File: config.mk
export PLATFORM = sky130hd
export DESIGN_NAME = dma_unit_engine
export DESIGN_NICKNAME = d
export VERILOG_FILES = /design/src/rtl/dma_eng_pkg.sv /design/src/rtl/dma_phys_map.sv /design/src/rtl/dma_cursor.sv /design/src/rtl/dma_mask_ctl.sv /design/src/rtl/dma_unit_engine.sv
export SDC_FILE = /design/constraint.sdc
export NUM_CORES = 1
export LEC_CHECK = 0
export ABC_AREA = 0
export BUFFER_PORTS_ARGS = -buffer_cell sky130_fd_sc_hd__buf_4
export CAP_MARGIN = 25
export CORE_MARGIN = 1.5
export CORE_UTILIZATION = 55
export CTS_CLUSTER_SIZE = 8
export DETAILED_ROUTE_END_ITERATION = 7
export HOLD_SLACK_MARGIN = 0.08
export PLACE_DENSITY = 0.82
export SKIP_LAST_GASP = 1
export SYNTH_ARGS = -nofsm -noshare
export SYNTH_HDL_FRONTEND = slang
export SYNTH_HIERARCHICAL = 1
export SYNTH_SLANG_ARGS = --single-unit
File: constraint.sdc
create_clock -name clk -period 2.9 [get_ports clk]
set_clock_uncertainty 0.1 [all_clocks]
set_input_delay 0.58 -clock clk [delete_from_list [all_inputs] [get_ports clk]]
set_output_delay 0.58 -clock clk [all_outputs]
set_load 0.005 [all_outputs]
File: src/rtl/dma_eng_pkg.sv
package dma_eng_pkg;
    typedef enum logic [1:0] {
        ST_WAIT = 2'd0,
        ST_MOVE = 2'd1,
        ST_LAST = 2'd2
    } xfer_state_e;
endpackage

File: src/rtl/dma_phys_map.sv
module dma_phys_map #(
    parameter int WIDE   = 0,
    parameter int PAGE_W = 8,
    parameter int ADDR_W = 16,
    localparam int PHYS_W = PAGE_W + ADDR_W
) (
    input  logic [PAGE_W-1:0] page,
    input  logic [ADDR_W-1:0] addr,
    output logic [PHYS_W-1:0] phys
);
    generate
        if (WIDE != 0) begin : g_word
            // lowest page bit unused; word offset doubled
            assign phys = {page[PAGE_W-1:1], addr, 1'b0};
        end else begin : g_byte
            assign phys = {page, addr};
        end
    endgenerate
endmodule

File: src/rtl/dma_cursor.sv
module dma_cursor #(
    parameter int ADDR_W = 16
) (
    input  logic              clk,
    input  logic              rst_n,
    input  logic              ld_addr,
    input  logic [ADDR_W-1:0] ld_addr_val,
    input  logic              ld_cnt,
    input  logic [ADDR_W-1:0] ld_cnt_val,
    input  logic              step,
    input  logic              refill,
    output logic [ADDR_W-1:0] cur_addr,
    output logic [ADDR_W-1:0] cur_cnt,
    output logic              last
);
    logic [ADDR_W-1:0] base_addr, base_cnt;

    assign last = (cur_cnt == '0);

    always_ff @(posedge clk or negedge rst_n) begin
        if (!rst_n) begin
            base_addr <= '0;
            cur_addr  <= '0;
        end else if (ld_addr) begin
            base_addr <= ld_addr_val;
            cur_addr  <= ld_addr_val;
        end else if (step) begin
            cur_addr <= (last && refill) ? base_addr : cur_addr + 1'b1;
        end
    end

    always_ff @(posedge clk or negedge rst_n) begin
        if (!rst_n) begin
            base_cnt <= '0;
            cur_cnt  <= '0;
        end else if (ld_cnt) begin
            base_cnt <= ld_cnt_val;
            cur_cnt  <= ld_cnt_val;
        end else if (step) begin
            if (last) cur_cnt <= refill ? base_cnt : '1;
            else      cur_cnt <= cur_cnt - 1'b1;
        end
    end

    AST_STEP_ADVANCE: assert property (@(posedge clk) disable iff (!rst_n)
        (step && !last && !ld_addr) |=> cur_addr == $past(cur_addr) + 1'b1);
    AST_STEP_COUNTDOWN: assert property (@(posedge clk) disable iff (!rst_n)
        (step && !last && !ld_cnt) |=> cur_cnt == $past(cur_cnt) - 1'b1);
    AST_END_ROLLS_OVER: assert property (@(posedge clk) disable iff (!rst_n)
        (step && last && !refill && !ld_cnt) |=> cur_cnt == '1);
    AST_HOST_LOAD_WINS: assert property (@(posedge clk) disable iff (!rst_n)
        ld_addr |=> cur_addr == $past(ld_addr_val));
endmodule

File: src/rtl/dma_mask_ctl.sv
module dma_mask_ctl (
    input  logic clk,
    input  logic rst_n,
    input  logic host_set,
    input  logic host_clr,
    input  logic self_set,
    output logic mask,
    output logic mask_evt,
    output logic unmask_evt
);
    logic mask_n;

    always_comb begin
        if (host_set || self_set) mask_n = 1'b1;
        else if (host_clr)        mask_n = 1'b0;
        else                      mask_n = mask;
    end

    always_ff @(posedge clk or negedge rst_n) begin
        if (!rst_n) begin
            mask       <= 1'b1;
            mask_evt   <= 1'b0;
            unmask_evt <= 1'b0;
        end else begin
            mask       <= mask_n;
            mask_evt   <= mask_n & ~mask;
            unmask_evt <= ~mask_n & mask;
        end
    end

    AST_MASK_EVT_EDGE: assert property (@(posedge clk) disable iff (!rst_n)
        mask_evt |-> (mask && !$past(mask)));
    AST_UNMASK_EVT_EDGE: assert property (@(posedge clk) disable iff (!rst_n)
        unmask_evt |-> (!mask && $past(mask)));
    AST_SET_BEATS_CLEAR: assert property (@(posedge clk) disable iff (!rst_n)
        (host_set || self_set) |=> mask);
endmodule

File: src/rtl/dma_unit_engine.sv
module dma_unit_engine #(
    parameter int WIDE   = 0,
    parameter int PAGE_W = 8,
    parameter int ADDR_W = 16,
    localparam int PHYS_W = PAGE_W + ADDR_W
) (
    input  logic              clk,
    input  logic              rst_n,
    input  logic              wr_addr_en,
    input  logic [ADDR_W-1:0] wr_addr_val,
    input  logic              wr_cnt_en,
    input  logic [ADDR_W-1:0] wr_cnt_val,
    input  logic [PAGE_W-1:0] page_sel,
    input  logic              auto_init,
    input  logic              mask_set,
    input  logic              mask_clr,
    input  logic              dreq,
    output logic              xfer_stb,
    output logic [PHYS_W-1:0] phys_addr,
    output logic              tc_pulse,
    output logic              mask_o,
    output logic              mask_evt,
    output logic              unmask_evt,
    output logic [ADDR_W-1:0] cur_addr_o,
    output logic [ADDR_W-1:0] cur_cnt_o
);
    import dma_eng_pkg::*;

    xfer_state_e       state, state_n;
    logic              svc, last, self_set;
    logic [PHYS_W-1:0] phys_now;

    assign svc      = !mask_o && dreq;
    assign self_set = svc && last && !auto_init;

    dma_cursor #(.ADDR_W(ADDR_W)) u_cursor (
        .clk         (clk),
        .rst_n       (rst_n),
        .ld_addr     (wr_addr_en),
        .ld_addr_val (wr_addr_val),
        .ld_cnt      (wr_cnt_en),
        .ld_cnt_val  (wr_cnt_val),
        .step        (svc),
        .refill      (auto_init),
        .cur_addr    (cur_addr_o),
        .cur_cnt     (cur_cnt_o),
        .last        (last)
    );

    dma_mask_ctl u_mask (
        .clk        (clk),
        .rst_n      (rst_n),
        .host_set   (mask_set),
        .host_clr   (mask_clr),
        .self_set   (self_set),
        .mask       (mask_o),
        .mask_evt   (mask_evt),
        .unmask_evt (unmask_evt)
    );

    dma_phys_map #(.WIDE(WIDE), .PAGE_W(PAGE_W), .ADDR_W(ADDR_W)) u_map (
        .page (page_sel),
        .addr (cur_addr_o),
        .phys (phys_now)
    );

    // next-state logic
    always_comb begin
        state_n = ST_WAIT;
        unique case (state)
            ST_WAIT, ST_MOVE, ST_LAST: begin
                if (svc) state_n = last ? ST_LAST : ST_MOVE;
                else     state_n = ST_WAIT;
            end
        endcase
    end

    // state register
    always_ff @(posedge clk or negedge rst_n) begin
        if (!rst_n) state <= ST_WAIT;
        else        state <= state_n;
    end

    // outputs decoded from state
    always_comb begin
        xfer_stb = 1'b0;
        tc_pulse = 1'b0;
        unique case (state)
            ST_WAIT: ;
            ST_MOVE: xfer_stb = 1'b1;
            ST_LAST: begin
                xfer_stb = 1'b1;
                tc_pulse = 1'b1;
            end
        endcase
    end

    always_ff @(posedge clk or negedge rst_n) begin
        if (!rst_n)   phys_addr <= '0;
        else if (svc) phys_addr <= phys_now;
    end

    AST_STB_NEEDS_OPEN: assert property (@(posedge clk) disable iff (!rst_n)
        xfer_stb |-> $past(!mask_o && dreq));
    AST_TC_WITH_STB: assert property (@(posedge clk) disable iff (!rst_n)
        tc_pulse |-> ($past(cur_cnt_o) == '0 || $past(wr_cnt_en)));
    AST_END_SELF_MASK: assert property (@(posedge clk) disable iff (!rst_n)
        (tc_pulse && !$past(auto_init)) |-> mask_o);
    AST_AUTO_STAYS_OPEN: assert property (@(posedge clk) disable iff (!rst_n)
        (tc_pulse && $past(auto_init) && !$past(mask_set)) |-> !mask_o);
endmodule

* After elaboration in Yosys (flattened, before gate mapping)
Index checks and enable logic that the tools add are counted.
** Operators by class
- $add $sub $neg :: 2
- Eq/ne operators :: 2
- Multiplexer cells :: 14
- Bitwise logic cells :: 4
- Reduce and logical (&&, ||, !) cells :: 13
** Operators with widths (count)
- $mux 16 :: 7
- $add 16x1->16 const B :: 1
- $logic_not 16->1 :: 1
- $sub 16x1->16 const B :: 1
- $mux 2 :: 3
- $logic_and 1x1->1 :: 4
- $mux 1 :: 4
- $reduce_bool 2->1 :: 2
- $reduce_or 3->1 :: 1
- $and 1x1->1 :: 2
- $eq 2x1->1 const B :: 1
- $eq 2x2->1 const B :: 1
- $logic_not 1->1 :: 2
- $logic_not 2->1 :: 1
- $not 1->1 :: 2
- $reduce_or 2->1 :: 1
- $logic_or 1x1->1 :: 1
** Word-level totals
- Flip-flop bits (word level) :: 93
- Input bits :: 48
- Output and inout bits :: 61
- Word-level logic and storage cells :: 44

* Depth between registers and ports, before layout
- Depth after elaboration :: 8
- Depth in mapped cells :: 10
- Depth with buffers taken out :: 8

* Modules after synthesis
The synthesis kept the hierarchy.
** By module, submodules not included
- dma_cursor :: times used 1, cells an instance 379, area each 3535.9 um^2, sequential area each 1601.5 um^2
- dma_unit_engine :: times used 1, cells an instance 62, area each 1072.3 um^2, sequential area each 650.6 um^2
- dma_phys_map :: times used 1, cells an instance 24, area each 180.2 um^2, sequential area each 0.0 um^2
- dma_mask_ctl :: times used 1, cells an instance 8, area each 101.3 um^2, sequential area each 76.3 um^2

* Least setup slack after synthesis
No wires, ideal clock.
- Path kind :: register to register
- Start :: register u_cursor.cur_cnt[0]
- End :: register u_cursor.cur_addr[0]
- Library setup time :: 0.124 ns
- Arrival time :: 2.347 ns
- Required time :: 2.676 ns
- Slack :: 0.329 ns
- Cell stages (with the launch flop) :: 9
- Buffers on the path :: 1
- Period minus slack after synthesis :: 2.571 ns
- Cells stage by stage :: dfrtp_1 > inv_1 > ha_1 > or4b_2 > or4_1 > clkbuf_1 > nor2_1 > a211oi_1 > a211o_1
** On the way
- Cells in the longest elaborated chain, start to end :: 5
** Ends and longest elaborated chain
- from (decl) :: RTL line dma_cursor.sv:13 : output logic [ADDR_W-1:0] cur_cnt,
- from (signal assigned) :: RTL line dma_cursor.sv:38 : cur_cnt <= ld_cnt_val;
- from (signal assigned) :: RTL line dma_cursor.sv:40 : if (last) cur_cnt <= refill ? base_cnt : '1;
- from (signal assigned) :: RTL line dma_cursor.sv:41 : else cur_cnt <= cur_cnt - 1'b1;
- $logic_not 16->1 :: RTL line dma_cursor.sv:18 : assign last = (cur_cnt == '0);
- $logic_and 1x1->1 :: RTL line dma_cursor.sv:28 : cur_addr <= (last && refill) ? base_addr : cur_addr + 1'b1;
- $mux 16 :: RTL line dma_cursor.sv:28
- $mux 16 :: RTL line dma_cursor.sv:27 : end else if (step) begin
- $mux 16 :: RTL line dma_cursor.sv:24 : end else if (ld_addr) begin
- to (signal assigned) :: RTL line dma_cursor.sv:26 : cur_addr <= ld_addr_val;
- to (signal assigned) :: RTL line dma_cursor.sv:28
- to (decl) :: RTL line dma_cursor.sv:12 : output logic [ADDR_W-1:0] cur_addr,
Every way passes these cells. The select of a mux whose other input is x is not followed.
A chain may end at the register's enable or synchronous reset.

* Worst setup path after layout
Ends and elaborated chain as after synthesis.

==> reports/qor.yml <==
synth_compound_area_share_pct: 15.1
timing.rr.start: "u_cursor/cur_cnt[0]"
synth_xor_area_share_pct: 2.15
maxCapViolCount: 0
synth_top_family_by_area: "compound AO/OA/AOI/OAI gates"
synth-edff-count: 0
r2r_end: "u_cursor/cur_addr[0]"
ys_types: 60
antenna_left: 0
routed_wl_mm: 12.1
cp.arrival_ps: 2840
syn2layout_area_growth_pct: 20.3
hpwl_mm: 8.38
status: "finished clean"
seqCellArea_sq_um: 2330
drtIter0Drc: 233
max_slew.worst_pin.slew_ps: 832
maxSlewViolCount: 0
grt_pass1_wl_mm: 19.7
rsz0062_at_grt: "no"
antenna_cells: 0
synth_adder_area_share_pct: 1.02
synth.top_cell.area_share_pct: 47.1
ys_ff_latch: 93
cts_tree: "built"
async_reset_ff_share_pct: 100
io_pins: 109
period_minus_slack_ps: 2690
vdd_ir_drop_max_mv: 0.259
cts_sinks: 93
cts_max_path_buffers: 2
power_mw: 3.21
synth_area_per_cell_sq_um: 10.3
cp_max_fo: 10
start_kind: "register"
netlist_instances: 473
h-tree-depth: 3
via_count: 4147
setup_viol: 0
n_fill_cell: 688
antenna_found_initial: 0
grt_max_degree: 54
path_class: "reg2reg"
crit_path_end_kind: "register"
fin_crit_sh_pct: 92.8
drtPass1Iterations: 5
drc: 0
tns_ps: 0
grt.overflow.total: 0
synthMuxAreaShare_pct: 12.7
cts_buffers: 9
critical_path_required_ps: 3050
pwr_density_cell_nw_per_um2: 546
yosysMostFrequentCell: "dfrtp_1"
cts_root_buf: "clkbuf_8"
grt_usage_pct: 25.7
reg2reg_slack_ps: 210
p_leak_nw: 2.74
yosysWarnings: 6
fmax_mhz: 372
nets: 619
synth-simple-area-share_pct: 13.6
multiInputGateArea_sq_um: 2190
insertion_delay_ps: 370
ff2ff_path_depth: 7
dp_cells: 664
holdWs_ps: 133
grt_pass1_vias: 4003
routabilityCongestion: 0.962
hold_violations: 0
synthTopCellsByCount: "dfrtp_1, o21ai_0, nor2_1, mux2_2, nand2_1"
wl_per_cell_um: 17.7
num_rows: 34
die_area_sq_um: 9470
drive_gt1_share_pct: 35.7
viasPerCell: 6.10
maxSlewHeadroom_pct: 44.3
synth.top_cells.by_area: "dfrtp_1, mux2_2, o21ai_0"
die_h_um: 97.3
initial_core_util_pct: 56.3
syn-num-nets: 525
port_buffers: 108
synth.largest_area_cell: "dfrtp_1"
clk_pin_slew_ps: 110
fin_cells: 680
synthesis.area_sq_um: 4890
synthFlopType: "dfrtp_1"
die_w_um: 97.3
hold_path.class: "in2async"
yosysSeqAreaShare_pct: 47.6
core_sq_um: 8680
[area by class of cell]
| class | instances | area share (%) |
|---|---|---|
| Clock inverter | 7 | 1.06 |
| Sequential cell | 93 | 39.6 |
| Multi-Input combinational cell | 313 | 37.2 |
| Inverter | 21 | 1.34 |
| Tap cell | 108 | 2.30 |
| Clock buffer | 9 | 2.11 |
| Timing Repair Buffer | 129 | 16.5 |
[how the worst max path moves through the flow]
stage	depth (start not counted)	start	endpoint	slack [ps]
4_1_cts	7	u_cursor/cur_cnt[0]	u_cursor/cur_addr[0]	70
5_1_grt	7	u_cursor/cur_cnt[0]	u_cursor/cur_addr[0]	100
6_report	7	u_cursor/cur_cnt[0]	u_cursor/cur_addr[0]	210
3_3_place_gp	7	u_cursor/cur_cnt[0]	u_cursor/cur_addr[0]	200
2_1_floorplan	8	u_cursor/cur_cnt[0]	u_cursor/cur_addr[0]	330
3_5_place_dp	7	u_cursor/cur_cnt[0]	u_cursor/cur_addr[0]	100
[logic make-up (layout without fill, tap and decap cells)]
| family | Yosys count | in the layout |
|---|---|---|
| buf+inv | 67 | 166 |
| fa+ha+maj | 4 | 4 |
| flops | 93 | 93 |
| compound gates | 117 | 117 |
| simple gates | 130 | 130 |
| xor+xnor | 12 | 12 |
| mux | 50 | 50 |
[layer usage]
layer | up-vias | wire [um] | part of all wire (%) | global-route usage (%)
li1 | 1885 | - | - | -
met1 | 2018 | 4990 | 41 | 33.4
met2 | 223 | 5830 | 48 | 41.6
met3 | 21 | 1020 | 8.5 | 6.47
met4 | 0 | 220 | 1.8 | 9.89
met5 | - | 0 | 0 | 0
[timing repair]
| item | 4_1_cts | 5_1_grt |
|---|---|---|
| resized for setup | 0 | 1 |
| endpoints found under the setup margin | 0 | 1 |
| buffers inserted | 0 | 0 |
| hold buffers | 0 | 0 |
[through the flow]
stage / area, sq um / utilization, % / setup slack (ps)
2_1_floorplan: 4890 / - / 329
3_3_place_gp: 5690 / 65.6 / 196
3_5_place_dp: 5690 / 65.6 / 102
4_1_cts: 5880 / 67.7 / 68.0
5_1_grt: 5880 / 67.8 / 96.6
6_report: 5880 / 67.8 / 209
[cell usage in the layout (no fill, tap or decap), drive strengths merged, types with 7 or more instances in the layout]
cell type and count:
a21oi 11, clkbuf 9, xor2 7, nor2 35, buf 129, inv 26
nand2 26, nand3 15, a22oi 17, dfrtp 92, o21ai 52, nor3 14
and3 8, mux2 47
[worst max-delay path: stages (launching register included)]
cell and delay, ps:
dfrtp_1 450, inv_1 130, ha_1 170, or4b_2 660
or4_4 600, nor2_1 130, a211oi_1 60, a211o_1 280
[state kept, by name (all words and copies together), names as in the netlist]
signal              flops
state                   2
u_mask/mask             1
u_mask/mask_evt         1
u_cursor/base_addr     16
u_cursor/base_cnt      16
u_cursor/cur_addr      16
u_cursor/cur_cnt       16
phys_addr              24
u_mask/unmask_evt       1
[power by group]
group	internal, mW	switching (mW)	leakage [nW]
clock	0.333	0.509	0.0984
sequential	1.47	0.165	1.12
combinational	0.432	0.301	1.53
(Power assumes the default switching activity.)
